[src/rtl/shifter_pkg.sv]
package shifter_pkg;

  typedef enum logic [1:0] {
    SH_LEFT   = 2'b00,
    SH_LRIGHT = 2'b01,
    SH_ARIGHT = 2'b10,
    SH_RSVD   = 2'b11
  } shift_kind_e;

  // Exactly one class is true for any effective count.
  typedef struct packed {
    logic zero;
    logic in_range;
    logic exact;
    logic over;
  } count_class_t;

  // Fill bit for a right shift: sign for arithmetic, zero otherwise.
  function automatic logic fill_bit(input shift_kind_e kind, input logic msb);
    return (kind == SH_ARIGHT) ? msb : 1'b0;
  endfunction

endpackage

[src/rtl/shift_count_class.sv]
module shift_count_class
  import shifter_pkg::*;
#(
  parameter int DATA_W   = 32,
  parameter int CNT_IN_W = 8,
  localparam int CNT_W   = $clog2(DATA_W) + 1
) (
  input  logic [CNT_IN_W-1:0] count_raw_i,
  output logic [CNT_W-1:0]    amount_o,
  output count_class_t        cls_o
);

  localparam logic [CNT_W-1:0] WIDTH_CNT = CNT_W'(DATA_W);
  localparam int               MODULUS   = 2 ** CNT_W;

  logic [CNT_IN_W-1:0] wrapped;

  always_comb begin
    wrapped         = count_raw_i % CNT_IN_W'(MODULUS);
    amount_o        = wrapped[CNT_W-1:0];
    cls_o.zero      = (amount_o == '0);
    cls_o.exact     = (amount_o == WIDTH_CNT);
    cls_o.over      = (amount_o > WIDTH_CNT);
    cls_o.in_range  = (amount_o != '0) && (amount_o < WIDTH_CNT);
  end

  // the classification must cover every effective count exactly once.
  always_comb begin
    assert_class_onehot_R1: assert ($onehot({cls_o.zero, cls_o.in_range,
                                             cls_o.exact, cls_o.over}))
      else $error("count class not one-hot for count %0d", amount_o);
  end

endmodule

[src/rtl/shift_barrel.sv]
module shift_barrel
  import shifter_pkg::*;
#(
  parameter int DATA_W = 32,
  localparam int STG   = $clog2(DATA_W)
) (
  input  logic [DATA_W-1:0] operand_i,
  input  logic [STG-1:0]    amt_i,
  input  shift_kind_e       kind_i,
  output logic [DATA_W-1:0] result_o
);

  logic [DATA_W-1:0] lft [0:STG];
  logic [DATA_W-1:0] rgt [0:STG];
  logic              fill;

  assign fill   = fill_bit(kind_i, operand_i[DATA_W-1]);
  assign lft[0] = operand_i;
  assign rgt[0] = operand_i;

  for (genvar k = 0; k < STG; k++) begin : g_stage
    localparam int SH = 1 << k;
    assign lft[k+1] = amt_i[k] ? {lft[k][DATA_W-1-SH:0], {SH{1'b0}}} : lft[k];
    assign rgt[k+1] = amt_i[k] ? {{SH{fill}}, rgt[k][DATA_W-1:SH]}   : rgt[k];
  end

  assign result_o = (kind_i == SH_LEFT) ? lft[STG] : rgt[STG];

  logic [DATA_W-1:0] low_mask;
  assign low_mask = ~({DATA_W{1'b1}} << amt_i);

  // vacated low bits of a left shift are zero.
  // an arithmetic right shift keeps the sign in the top bit.
  always_comb begin
    if (kind_i == SH_LEFT)
      assert_left_zero_fill_R3: assert ((result_o & low_mask) == '0)
        else $error("left shift left nonzero low bits");
    if (kind_i == SH_ARIGHT)
      assert_arith_sign_keep_R4: assert (result_o[DATA_W-1] == operand_i[DATA_W-1])
        else $error("arithmetic shift lost the sign bit");
  end

endmodule

[src/rtl/shift_carry_pick.sv]
module shift_carry_pick
  import shifter_pkg::*;
#(
  parameter int DATA_W = 32,
  localparam int CNT_W = $clog2(DATA_W) + 1,
  localparam int STG   = $clog2(DATA_W)
) (
  input  logic [DATA_W-1:0] operand_i,
  input  logic [CNT_W-1:0]  amount_i,
  input  count_class_t      cls_i,
  input  shift_kind_e       kind_i,
  input  logic              carry_prev_i,
  output logic              carry_o
);

  localparam logic [CNT_W-1:0] WIDTH_CNT = CNT_W'(DATA_W);

  logic [CNT_W-1:0] diff_left;
  logic [CNT_W-1:0] diff_right;
  logic [STG-1:0]   idx_left;
  logic [STG-1:0]   idx_right;

  always_comb begin
    diff_left  = WIDTH_CNT - amount_i;
    diff_right = amount_i - CNT_W'(1);
    idx_left   = diff_left[STG-1:0];
    idx_right  = diff_right[STG-1:0];
  end

  always_comb begin
    carry_o = 1'b0;
    if (kind_i == SH_RSVD) begin
      carry_o = 1'b0;
    end else if (cls_i.zero) begin
      carry_o = carry_prev_i;
    end else if (cls_i.in_range) begin
      carry_o = (kind_i == SH_LEFT) ? operand_i[idx_left] : operand_i[idx_right];
    end else if (cls_i.exact) begin
      carry_o = (kind_i == SH_LEFT) ? operand_i[0] : operand_i[DATA_W-1];
    end else begin
      carry_o = (kind_i == SH_ARIGHT) ? operand_i[DATA_W-1] : 1'b0;
    end
  end

endmodule

[src/rtl/shift_cx_unit.sv]
module shift_cx_unit
  import shifter_pkg::*;
#(
  parameter int DATA_W   = 32,
  parameter int CNT_IN_W = 8
) (
  input  logic [DATA_W-1:0]   operand_i,
  input  logic [CNT_IN_W-1:0] count_i,
  input  logic [1:0]          kind_i,
  input  logic                carry_prev_i,
  output logic [DATA_W-1:0]   result_o,
  output logic                carry_o,
  output logic                extend_o
);

  localparam int CNT_W = $clog2(DATA_W) + 1;
  localparam int STG   = $clog2(DATA_W);

  shift_kind_e       kind;
  logic [CNT_W-1:0]  amount;
  count_class_t      cls;
  logic [DATA_W-1:0] barrel_res;
  logic              carry_sel;
  logic              sign;

  assign kind = shift_kind_e'(kind_i);
  assign sign = operand_i[DATA_W-1];

  shift_count_class #(.DATA_W(DATA_W), .CNT_IN_W(CNT_IN_W)) class_i (
    .count_raw_i (count_i),
    .amount_o    (amount),
    .cls_o       (cls)
  );

  shift_barrel #(.DATA_W(DATA_W)) barrel_i (
    .operand_i (operand_i),
    .amt_i     (amount[STG-1:0]),
    .kind_i    (kind),
    .result_o  (barrel_res)
  );

  shift_carry_pick #(.DATA_W(DATA_W)) carry_i (
    .operand_i    (operand_i),
    .amount_i     (amount),
    .cls_i        (cls),
    .kind_i       (kind),
    .carry_prev_i (carry_prev_i),
    .carry_o      (carry_sel)
  );

  always_comb begin
    if (kind == SH_RSVD || cls.zero)
      result_o = operand_i;
    else if (cls.in_range)
      result_o = barrel_res;
    else if (kind == SH_ARIGHT)
      result_o = {DATA_W{sign}};
    else
      result_o = '0;
  end

  assign carry_o  = carry_sel;
  assign extend_o = carry_sel;

  // Output-level checks across the count classifier, barrel and carry picker.
  always_comb begin
    if (kind != SH_RSVD && count_i[CNT_W-1:0] == '0)
      assert_zero_count_keep_R2: assert (result_o == operand_i && carry_o == carry_prev_i)
        else $error("zero count changed operand or carry");
    if (kind != SH_ARIGHT && kind != SH_RSVD && cls.over)
      assert_logical_over_clear_R6: assert (result_o == '0 && carry_o == 1'b0)
        else $error("logical shift past width not cleared");
    if (kind == SH_ARIGHT && (cls.exact || cls.over))
      assert_arith_saturate_R7: assert ((result_o == '0 || result_o == '1) &&
                                        result_o[0] == sign && carry_o == sign)
        else $error("arithmetic shift past width not sign filled");
    if (kind == SH_RSVD)
      assert_reserved_passthru_R9: assert (result_o == operand_i && !carry_o && !extend_o)
        else $error("reserved kind altered operand or carry");
  end

endmodule

[config.mk]
export PLATFORM = sky130hd
export DESIGN_NAME = shift_cx_unit
export DESIGN_NICKNAME = d
export VERILOG_FILES = /design/src/rtl/shifter_pkg.sv /design/src/rtl/shift_count_class.sv /design/src/rtl/shift_barrel.sv /design/src/rtl/shift_carry_pick.sv /design/src/rtl/shift_cx_unit.sv
export SDC_FILE = /design/constraint.sdc
export NUM_CORES = 1
export LEC_CHECK = 0
export BUFFER_PORTS_ARGS = -buffer_cell sky130_fd_sc_hd__buf_4
export CAP_MARGIN = 0
export CORE_UTILIZATION = 65
export DETAILED_ROUTE_END_ITERATION = 16
export PLACE_DENSITY = 0.95
export SYNTH_ARGS = -nofsm -noshare
export SYNTH_HDL_FRONTEND = slang
export SYNTH_SLANG_ARGS = --single-unit
[constraint.sdc]
create_clock -name vclk -period 7.1
set_clock_uncertainty 0.2 [all_clocks]
set_input_delay 0.355 -clock vclk [all_inputs]
set_output_delay 0.355 -clock vclk [all_outputs]
set_load 0.1 [all_outputs]
==> key figures <==
GRT
  – Largest net degree at the start of global routing: 74
  – First-pass GRT wire length: 30000 um
  – Vias in the first global route: 5232
  – Antenna violations before repair: 1
  – GRT overflow: 0
  – Gr usage total: 52.5%

Placed design
  – Gpl congestion: 1.04
  – IO Port Bufs: 75
  – DP HPWL: 13400 um

Routing
  – Vias: 5693
  – Vias/cell: 8.51
  – Remaining antenna violation count after routing: 0
  – Iter 0 DRT Violations: 932
  – Wire length per cell: 30.0 um
  – Total Wirelength: 20000 um
  – Post-route DRC: 0
  – DR pass1 iterations: 7

Clock network
  – Post-cts hold buffer count: 0
  – Post-CTS Setup Inserts: 0
  – Post-CTS Resized: 0

Worst setup path
  – CP required: 6.55 ns
  – Critical-path cell list: buf_4 -> inv_1 -> ha_1 -> or3b_1 -> o31a_1 -> nand2_1 -> a21oi_1 -> o21ai_0 -> o221a_2 -> buf_4
  – Worst path most repeated cell: buf_4
  – Type of origin of the critical path: input port
  – Maximum fanout along the worst path: 73
  – CP Class: input port to output port
  – Setup crit end kind: output port
  – Critical-path top delay cell: buf_4
  – Crit path largest cell delay: 0.66 ns
  – Data arrival, critical path: 4.10 ns

Power and ir drop
  – Power after layout: 0.000661 W
  – Static Leakage: 1.93 nW
  – Pwr Density: 128 nW/um^2
  – Worst vdd ir: 0.0794 mV

Final layout
  – Share of layout cells above drive strength 1: 35.6%
  – Sequential cell count: 0
  – Commonest non-fill, non-tap cell in the layout: mux4_2
  – Area grow syn2layout: 6.04%
  – Inserted Diodes: 0
  – Most frequent cells in the layout: mux4_2, buf_4, nor2_1
  – Final net count: 616
  – Sequential cell area: 0 um^2
  – Layout clock buffers: 0

Floorplanning
  – Core area: 7250 um^2
  – Initial Util: 67.4%
  – Die Height: 88.7 um
  – Die X: 88.7 um
  – IO Pins: 77
  – Row count: 31
  – Total die area: 7880 um^2

Synth
  – Syn_nets: 627
  – Adder-Cell Fraction of Synth Area: 0.256%
  – Synth Warn #: 0
  – Synth Area in Compound Gates: 22.8%
  – Top cells by area, synth: mux4_2, mux2i_1, mux2_2
  – Synth Cell Area: 4890 um^2
  – Sequential-to-total area share from yosys stat: 0%
  – Post-Synthesis Cells: 583
  – Mux cell area share after synthesis: 52.7%
  – Largest family of logic cells by synthesized area: multiplexers
  – Share of the synthesized area in the top cell type: 38.2%
  – Synth area leader: mux4_2
  – Xor and xnor area share after synthesis: 0.358%
  – Simple logic cell fraction of the synthesized area: 14.4%
  – Synth cell types: 60
  – Syn_area_per_cell: 8.39 um^2

STA
  – Tmin final: 4.65 ns
  – Final setup vio count: 0
  – Final setup TNS: 0 ns
  – Rel. slew slack: 34.2%
  – Worst slew pin tran: 0.987 ns
  – RSZ-0062 raised after global routing: no
  – Top achievable clock speed: 0.215 GHz
  – Hold Fails Final Rpt: 0
  – Fin crit share: 65.5%
  – Max Slew Vio Count: 0
  – Min Hold Slack: 1.07 ns

Worst hold path
  – Hold path start: operand_i[2]
  – Hold Path Sink: result_o[2]
  – Hold Crit Depth: 4
  – Hold crit path type: input port to output port

Flow run
  – Max cap viols: 0

Outcome
  – Status: complete, no violations
[cells by family after synthesis]
family	count (synthesis)
AO/OA/AOI/OAI	172
AND/OR/NAND/NOR	157
multiplexers	149
buffers and inverters	102
XOR/XNOR	2
adder cells (fa/ha/maj)	1
[cells in the mapped netlist, drive strengths merged, types with 2 or more instances]
| cell | number |
|---|---|
| o211a | 4 |
| nor2 | 66 |
| nand3 | 9 |
| o21ai | 49 |
| nor3b | 3 |
| a21oi | 44 |
| nor2b | 5 |
| or2 | 4 |
| a21boi | 2 |
| o211ai | 10 |
| clkbuf | 58 |
| o31ai | 2 |
| buf | 35 |
| mux2 | 26 |
| a21o | 2 |
| mux2i | 39 |
| o221ai | 5 |
| a211oi | 6 |
| nor3 | 8 |
| o221a | 7 |
| a211o | 2 |
| a221oi | 6 |
| and2 | 3 |
| o2bb2ai | 2 |
| o22ai | 6 |
| nand2b | 5 |
| or3 | 2 |
| o311ai | 3 |
| nor4b | 2 |
| a31oi | 11 |
| inv | 9 |
| mux4 | 84 |
| nand2 | 44 |
[critical path, delay by kind of cell]
family / cells / cell delay [ns]
adder cells (fa/ha/maj): 1 / 0.33
buffers and inverters: 3 / 1.12
AO/OA/AOI/OAI: 4 / 1.25
AND/OR/NAND/NOR: 2 / 1.01
[metrics by stage]
stage                     cells  utilization (%)  setup WS (ns)  area (um^2)
after floorplan             583                -           1.24         4890
after global placement      669             71.5           2.74         5190
after detailed placement    669             71.5           2.70         5190
after CTS                   669             71.5           2.68         5190
after global routing        669             71.5           2.37         5190
final                       669             71.5           2.45         5190
[area by class of cell]
| type | instances | area, um^2 |
|---|---|---|
| repair buffers | 80 | 601 |
| multi-input cells | 481 | 4430 |
| well taps | 99 | 124 |
| inverters | 9 | 33.8 |
| fillers | 559 | 2070 |
[per-layer routing]
layer / wire length [um] / global-route usage [%] / up-vias
met1: 6730 / 70.4 / 2614
met4: 1130 / 20.4 / 0
met5: 0 / 0 / -
met2: 8230 / 75.2 / 676
li1: - / - / 2263
met3: 3950 / 22.9 / 140
[report_power, final]
group | internal (W) | leakage (nW) | switching (W)
sequential | 0 | 0 | 0
combinational | 0.000217 | 1.93 | 0.000444
clock | 0 | 0 | 0
total | 0.000217 | 1.93 | 0.000444
[worst max path at each step]
stage	endpoint	cells past startpoint	slack [ns]	start
floorplan	result_o[21]	9	1.24	count_i[1]
global placement	result_o[20]	10	2.74	count_i[1]
detailed placement	result_o[20]	10	2.70	count_i[1]
CTS	result_o[20]	10	2.68	count_i[1]
global route	result_o[20]	10	2.37	count_i[1]
finish	result_o[20]	10	2.45	count_i[1]
Note: power is estimated with default switching activity, not from simulation.
